<file path="src/rtl/wdog_seq_monitor.sv">
module wdog_seq_monitor #(
  parameter int AW = 4,
  parameter int DW = 16,
  parameter int CW = 16,
  parameter int GAP_MAX = 20,
  parameter logic [DW-1:0] UL_W1 = 16'hC520,
  parameter logic [DW-1:0] UL_W2 = 16'hD928,
  parameter logic [DW-1:0] RF_W1 = 16'hA602,
  parameter logic [DW-1:0] RF_W2 = 16'hB480,
  parameter int A_CTRL = 0,
  parameter int A_TOVAL = 1,
  parameter int A_WIN = 2,
  parameter int A_PRESC = 3,
  parameter int A_REFRESH = 4,
  parameter int A_UNLOCK = 5
) (
  input  logic          clk,
  input  logic          rst_n,
  input  logic          wr_en,
  input  logic [AW-1:0] wr_addr,
  input  logic [DW-1:0] wr_data,
  input  logic [CW-1:0] wct,
  input  logic          timeout_in,
  output logic          exc_pulse,
  output logic [2:0]    exc_cause
);
  localparam int GW = $clog2(GAP_MAX + 1);

  logic          ul_stage, rf_stage;
  logic [GW-1:0] ul_gap, rf_gap;
  logic          uw_open, cw_open;
  logic [CW-1:0] uw_cnt, cw_cnt;

  wire ul_wr  = wr_en && (wr_addr == AW'(A_UNLOCK));
  wire rf_wr  = wr_en && (wr_addr == AW'(A_REFRESH));
  wire cfg_wr = wr_en && (wr_addr == AW'(A_CTRL) || wr_addr == AW'(A_TOVAL) ||
                          wr_addr == AW'(A_WIN)  || wr_addr == AW'(A_PRESC));

  wire ul_gap_f = ul_stage && (ul_gap == GW'(GAP_MAX));
  wire rf_gap_f = rf_stage && (rf_gap == GW'(GAP_MAX));
  wire ul_bad   = ul_wr && (wr_data != (ul_stage ? UL_W2 : UL_W1));
  wire rf_bad   = rf_wr && (wr_data != (rf_stage ? RF_W2 : RF_W1));
  wire ul_done  = ul_wr && ul_stage && !ul_bad && !ul_gap_f;
  wire rf_done  = rf_wr && rf_stage && !rf_bad && !rf_gap_f;

  wire uw_last = ({1'b0, uw_cnt} + 1'b1) >= {1'b0, wct};
  wire cw_last = ({1'b0, cw_cnt} + 1'b1) >= {1'b0, wct};
  wire uw_f = uw_open && !ul_done && uw_last;
  wire cw_f = cw_open && !cfg_wr && cw_last;

  always_ff @(posedge clk or negedge rst_n) begin
    if (!rst_n) begin
      ul_stage <= 1'b0;
      ul_gap   <= '0;
    end else if (ul_gap_f || ul_bad || ul_done) begin
      ul_stage <= 1'b0;
      ul_gap   <= '0;
    end else if (ul_wr) begin
      ul_stage <= 1'b1;
      ul_gap   <= '0;
    end else if (ul_stage) begin
      ul_gap   <= ul_gap + 1'b1;
    end
  end

  always_ff @(posedge clk or negedge rst_n) begin
    if (!rst_n) begin
      rf_stage <= 1'b0;
      rf_gap   <= '0;
    end else if (rf_gap_f || rf_bad || rf_done) begin
      rf_stage <= 1'b0;
      rf_gap   <= '0;
    end else if (rf_wr) begin
      rf_stage <= 1'b1;
      rf_gap   <= '0;
    end else if (rf_stage) begin
      rf_gap   <= rf_gap + 1'b1;
    end
  end

  always_ff @(posedge clk or negedge rst_n) begin
    if (!rst_n) begin
      uw_open <= 1'b1;
      uw_cnt  <= '0;
    end else if (ul_done || uw_f) begin
      uw_open <= 1'b0;
    end else if (uw_open) begin
      uw_cnt  <= uw_cnt + 1'b1;
    end
  end

  always_ff @(posedge clk or negedge rst_n) begin
    if (!rst_n) begin
      cw_open <= 1'b0;
      cw_cnt  <= '0;
    end else if (ul_done) begin
      cw_open <= 1'b1;
      cw_cnt  <= '0;
    end else if (cfg_wr || cw_f) begin
      cw_open <= 1'b0;
    end else if (cw_open) begin
      cw_cnt  <= cw_cnt + 1'b1;
    end
  end

  logic [2:0] cause_d;
  always_comb begin
    if (timeout_in)    cause_d = 3'd1;
    else if (uw_f)     cause_d = 3'd2;
    else if (cw_f)     cause_d = 3'd3;
    else if (ul_bad)   cause_d = 3'd4;
    else if (rf_bad)   cause_d = 3'd5;
    else if (ul_gap_f) cause_d = 3'd6;
    else if (rf_gap_f) cause_d = 3'd7;
    else               cause_d = 3'd0;
  end

  always_ff @(posedge clk or negedge rst_n) begin
    if (!rst_n) begin
      exc_pulse <= 1'b0;
      exc_cause <= 3'd0;
    end else begin
      exc_pulse <= (cause_d != 3'd0);
      exc_cause <= cause_d;
    end
  end
endmodule

</file>
<file path="config.mk">
export PLATFORM = sky130hd
export DESIGN_NAME = wdog_seq_monitor
export DESIGN_NICKNAME = d
export VERILOG_FILES = /design/src/rtl/wdog_seq_monitor.sv
export SDC_FILE = /design/constraint.sdc
export NUM_CORES = 1
export LEC_CHECK = 0
export ABC_AREA = 1
export CAP_MARGIN = 20
export CORE_ASPECT_RATIO = 2
export CORE_UTILIZATION = 45
export DETAILED_ROUTE_END_ITERATION = 16
export PLACE_DENSITY = 0.65
export SYNTH_ARGS = -nofsm -noshare
export SYNTH_HDL_FRONTEND = slang
export SYNTH_SLANG_ARGS = --single-unit
</file>
<file path="constraint.sdc">
create_clock -name clk -period 3.2 [get_ports clk]
set_clock_uncertainty 0.1 [all_clocks]
set_input_delay 0.32 -clock clk [delete_from_list [all_inputs] [get_ports clk]]
set_output_delay 0.32 -clock clk [all_outputs]
set_load 0.005 [all_outputs]
</file>
==> flow_metrics.env, run 1 <==
export IMPL_status="finished clean"
export IMPL_period_minus_slack_ns=3.13
export IMPL_core_um2=9010
export IMPL_critPathRequiredTime_ns=3.31
export IMPL_layout_common_cells="119 x nand2_1, 95 x inv_1, 48 x dfrtp_1"
export IMPL_peakVddDrop_mv=0.430
export IMPL_synth_seq_cells=50
export IMPL_grt_pass1_wl_um=18400
export IMPL_cts_hold_buffers=0
export IMPL_hold_viol=0
export IMPL_synth_area_um2=4190
export IMPL_detail_route_antenna_nets=0
export IMPL_critPathMaxFanout=5
export IMPL_power_leakage_nw=2.80
export IMPL_drtPass1Iterations=4
export IMPL_totalWireLength_um=11400
export IMPL_nFillCells=818
export IMPL_track_usage_pct=23.9
export IMPL_tightest_slew_ns=0.967
export IMPL_antenna_cells=0
export IMPL_seq_area_um2=1250
export IMPL_gp_congestion=0.867
export IMPL_drive_gt1_share_pct=20.6
export IMPL_clk_pin_slew_ns=0.08
export IMPL_yosysWarnings=0
export IMPL_hp_class="primary input to async pin"
export IMPL_syn_mean_instance_area_um2=7.60
export IMPL_ys_seq_area_share_pct=29.9
export IMPL_fin_nets=718
export IMPL_cts_root_buf="clkbuf_16"
export IMPL_drv_slew=0
export IMPL_max_slew_margin_pct=35.5
export IMPL_vias=4023
export IMPL_avgViaCountPerCell=5.41
export IMPL_die_y_um=139
export IMPL_worstSkewPairLatency_ns=0.30
export IMPL_period_share_pct=97.9
export IMPL_dieArea_um2=9730
export IMPL_grt_pass1_vias=4201
export IMPL_whs_ns=0.0299
export IMPL_clock_sinks=50
export IMPL_cts_tree="done"
export IMPL_fmax_mhz=319
export IMPL_area_growth_pct=29.9
export IMPL_layout_commonest_cell="nand2_1"
export IMPL_portBuffers=43
export IMPL_rsz0062_at_grt="yes"
export IMPL_dp_hpwl_um=8570
export IMPL_power_density_nw_per_um2=642
export IMPL_grt_max_degree=51
export IMPL_arrival_ns=3.25
export IMPL_synth_cell_types=45
export IMPL_wl_per_cell_um=15.3
export IMPL_cts_buffer_depth=2
export IMPL_max_cap_violations=0
export IMPL_numCtsBuffers=5
export IMPL_cts_max_level=2
export IMPL_setup_violations=0
export IMPL_antenna_found_initial=0
export IMPL_rows=49
export IMPL_drc_errors=0
export IMPL_multiInputGateArea_um2=2780
export IMPL_critPathCaptureType="flop"
export IMPL_drtIter0Drc=214
export IMPL_grt_ovfl_total=0
export IMPL_postSynthCellCount=552
export IMPL_io_pins=44
export IMPL_die_w_um=70.3
export IMPL_cp_start_kind="flop"
export IMPL_worstSetupPathType="flop to flop"
export IMPL_start_util_pct=46.5
export IMPL_synth_nets=630
export IMPL_tns_ns=0
==> registers in the layout, indices dropped and copies added, names as in the netlist <==
signal	flops
exc_pulse	1
uw_open	1
rf_gap	5
exc_cause	3
rf_stage	1
cw_open	1
cw_cnt	16
ul_gap	5
ul_stage	1
uw_cnt	16
==> worst max-delay path, stage by stage (launching register included) <==
cell and delay (ns):
dfrtp_2 0.40, inv_1 0.11, nor4_4 0.33, nand2_2 0.13
nor2_4 0.12, nand2_1 0.09, o21ai_2 0.14, inv_1 0.06
ha_1 0.28, nand2_2 0.09, buf_4 0.13, nor2_1 0.04
nand4_1 0.08, nand2_1 0.07, nand2_2 0.07, nand3_2 0.09
nor2_4 0.15, buf_6 0.15, nand3_4 0.18, mux2i_4 0.21
==> report_power, final <==
group          total (mW)  switching, mW  internal (mW)
combinational        1.92           1.08          0.836
sequential           1.04          0.193          0.847
clock               0.538          0.248          0.290
==> cell usage after synthesis, drive strengths merged <==
cell type	instances	area, um2
nand2	135	542
inv	105	394
dfrtp	49	1230
nor2	43	238
ha	38	475
nand4	38	253
nand3	33	210
xor2	19	166
o21ai	18	90.1
a21oi	17	88.8
o22ai	13	131
nor3	12	81.3
xnor2	8	85.1
buf	5	40.0
nand3b	4	30.0
nor4	3	25.0
o21bai	2	15.0
a21o	1	7.51
and2	1	6.26
clkinv	1	3.75
dfstp	1	26.3
mux2i	1	22.5
nor3b	1	7.51
o211ai	1	7.51
o21a	1	7.51
o31ai	1	7.51
or2	1	6.26
==> logic make-up (layout without fill, tap and decap cells) <==
group	after synthesis	count (layout)	share of synthesized area, %
AO/OA/AOI/OAI	54	54	8.47
adder cells (fa/ha/maj)	38	38	11.3
flip-flops	50	50	29.9
buffers and inverters	111	197	10.4
AND/OR/NAND/NOR	271	274	33.4
XOR/XNOR	27	27	6.00
multiplexers	1	1	0.537
==> worst paths after layout <==
check | slack (ns) | cells past startpoint | from | end
worst min register to register | 0.40 | 2 | uw_cnt[14] | uw_cnt[14]
worst max register to register | 0.07 | 19 | cw_cnt[3] | cw_cnt[0]
max in group asynchronous | 2.48 | 2 | rst_n | cw_cnt[3]
worst max-delay path | 0.07 | 19 | cw_cnt[3] | cw_cnt[0]
min in group clk | 0.40 | 2 | uw_cnt[14] | uw_cnt[14]
worst min-delay path | 0.03 | 2 | rst_n | cw_cnt[9]
==> stage by stage <==
step	instances	power, mW	instance area [um2]	worst slack, ns	util, %
detailed placement	714	2.64	4870	-0.243	54.1
global placement	714	2.58	4870	-0.203	54.1
floorplan	552	2.15	4190	0.0955	-
global route	743	3.80	5450	-0.132	60.4
CTS	735	3.29	5210	-0.0955	57.9
finish	743	3.50	5450	0.0664	60.4
==> layout make-up <==
class / instances / share of cell area (%)
tap: 102 / 2.34
sequential: 50 / 23.0
multi-input combinational: 394 / 51.0
clock buffer: 5 / 2.30
timing repair buffer: 83 / 13.7
clock inverter: 3 / 0.390
inverter: 106 / 7.30
==> per-layer routing <==
| layer | GRT usage [%] | vias up | routed length, um | part of all wire, % |
|---|---|---|---|---|
| met5 | 0 | - | 0 | 0 |
| met4 | 15.2 | 0 | 614 | 5.4 |
| met3 | 2.83 | 40 | 270 | 2.4 |
| met2 | 47.5 | 95 | 6630 | 58 |
| met1 | 21.5 | 1894 | 3840 | 34 |
| li1 | - | 1994 | - | - |
==> timing repair <==
| action | CTS | global route |
|---|---|---|
| endpoints found under the setup margin | 36 | 38 |
| gates cloned | 2 | 1 |
| hold endpoints to repair | 0 | 0 |
| resized for setup | 14 | 36 |
| pin swaps | 15 | 18 |
| setup buffers | 11 | 7 |
No activity file was read; power rests on OpenSTA's default activity.
==> run 2: changes to the inputs <==
- ABC_CLOCK_PERIOD_IN_PS: unset -> 3200
==> results of run 2 <==
The final DEF is identical to that of run 1; final timing and power are the same.
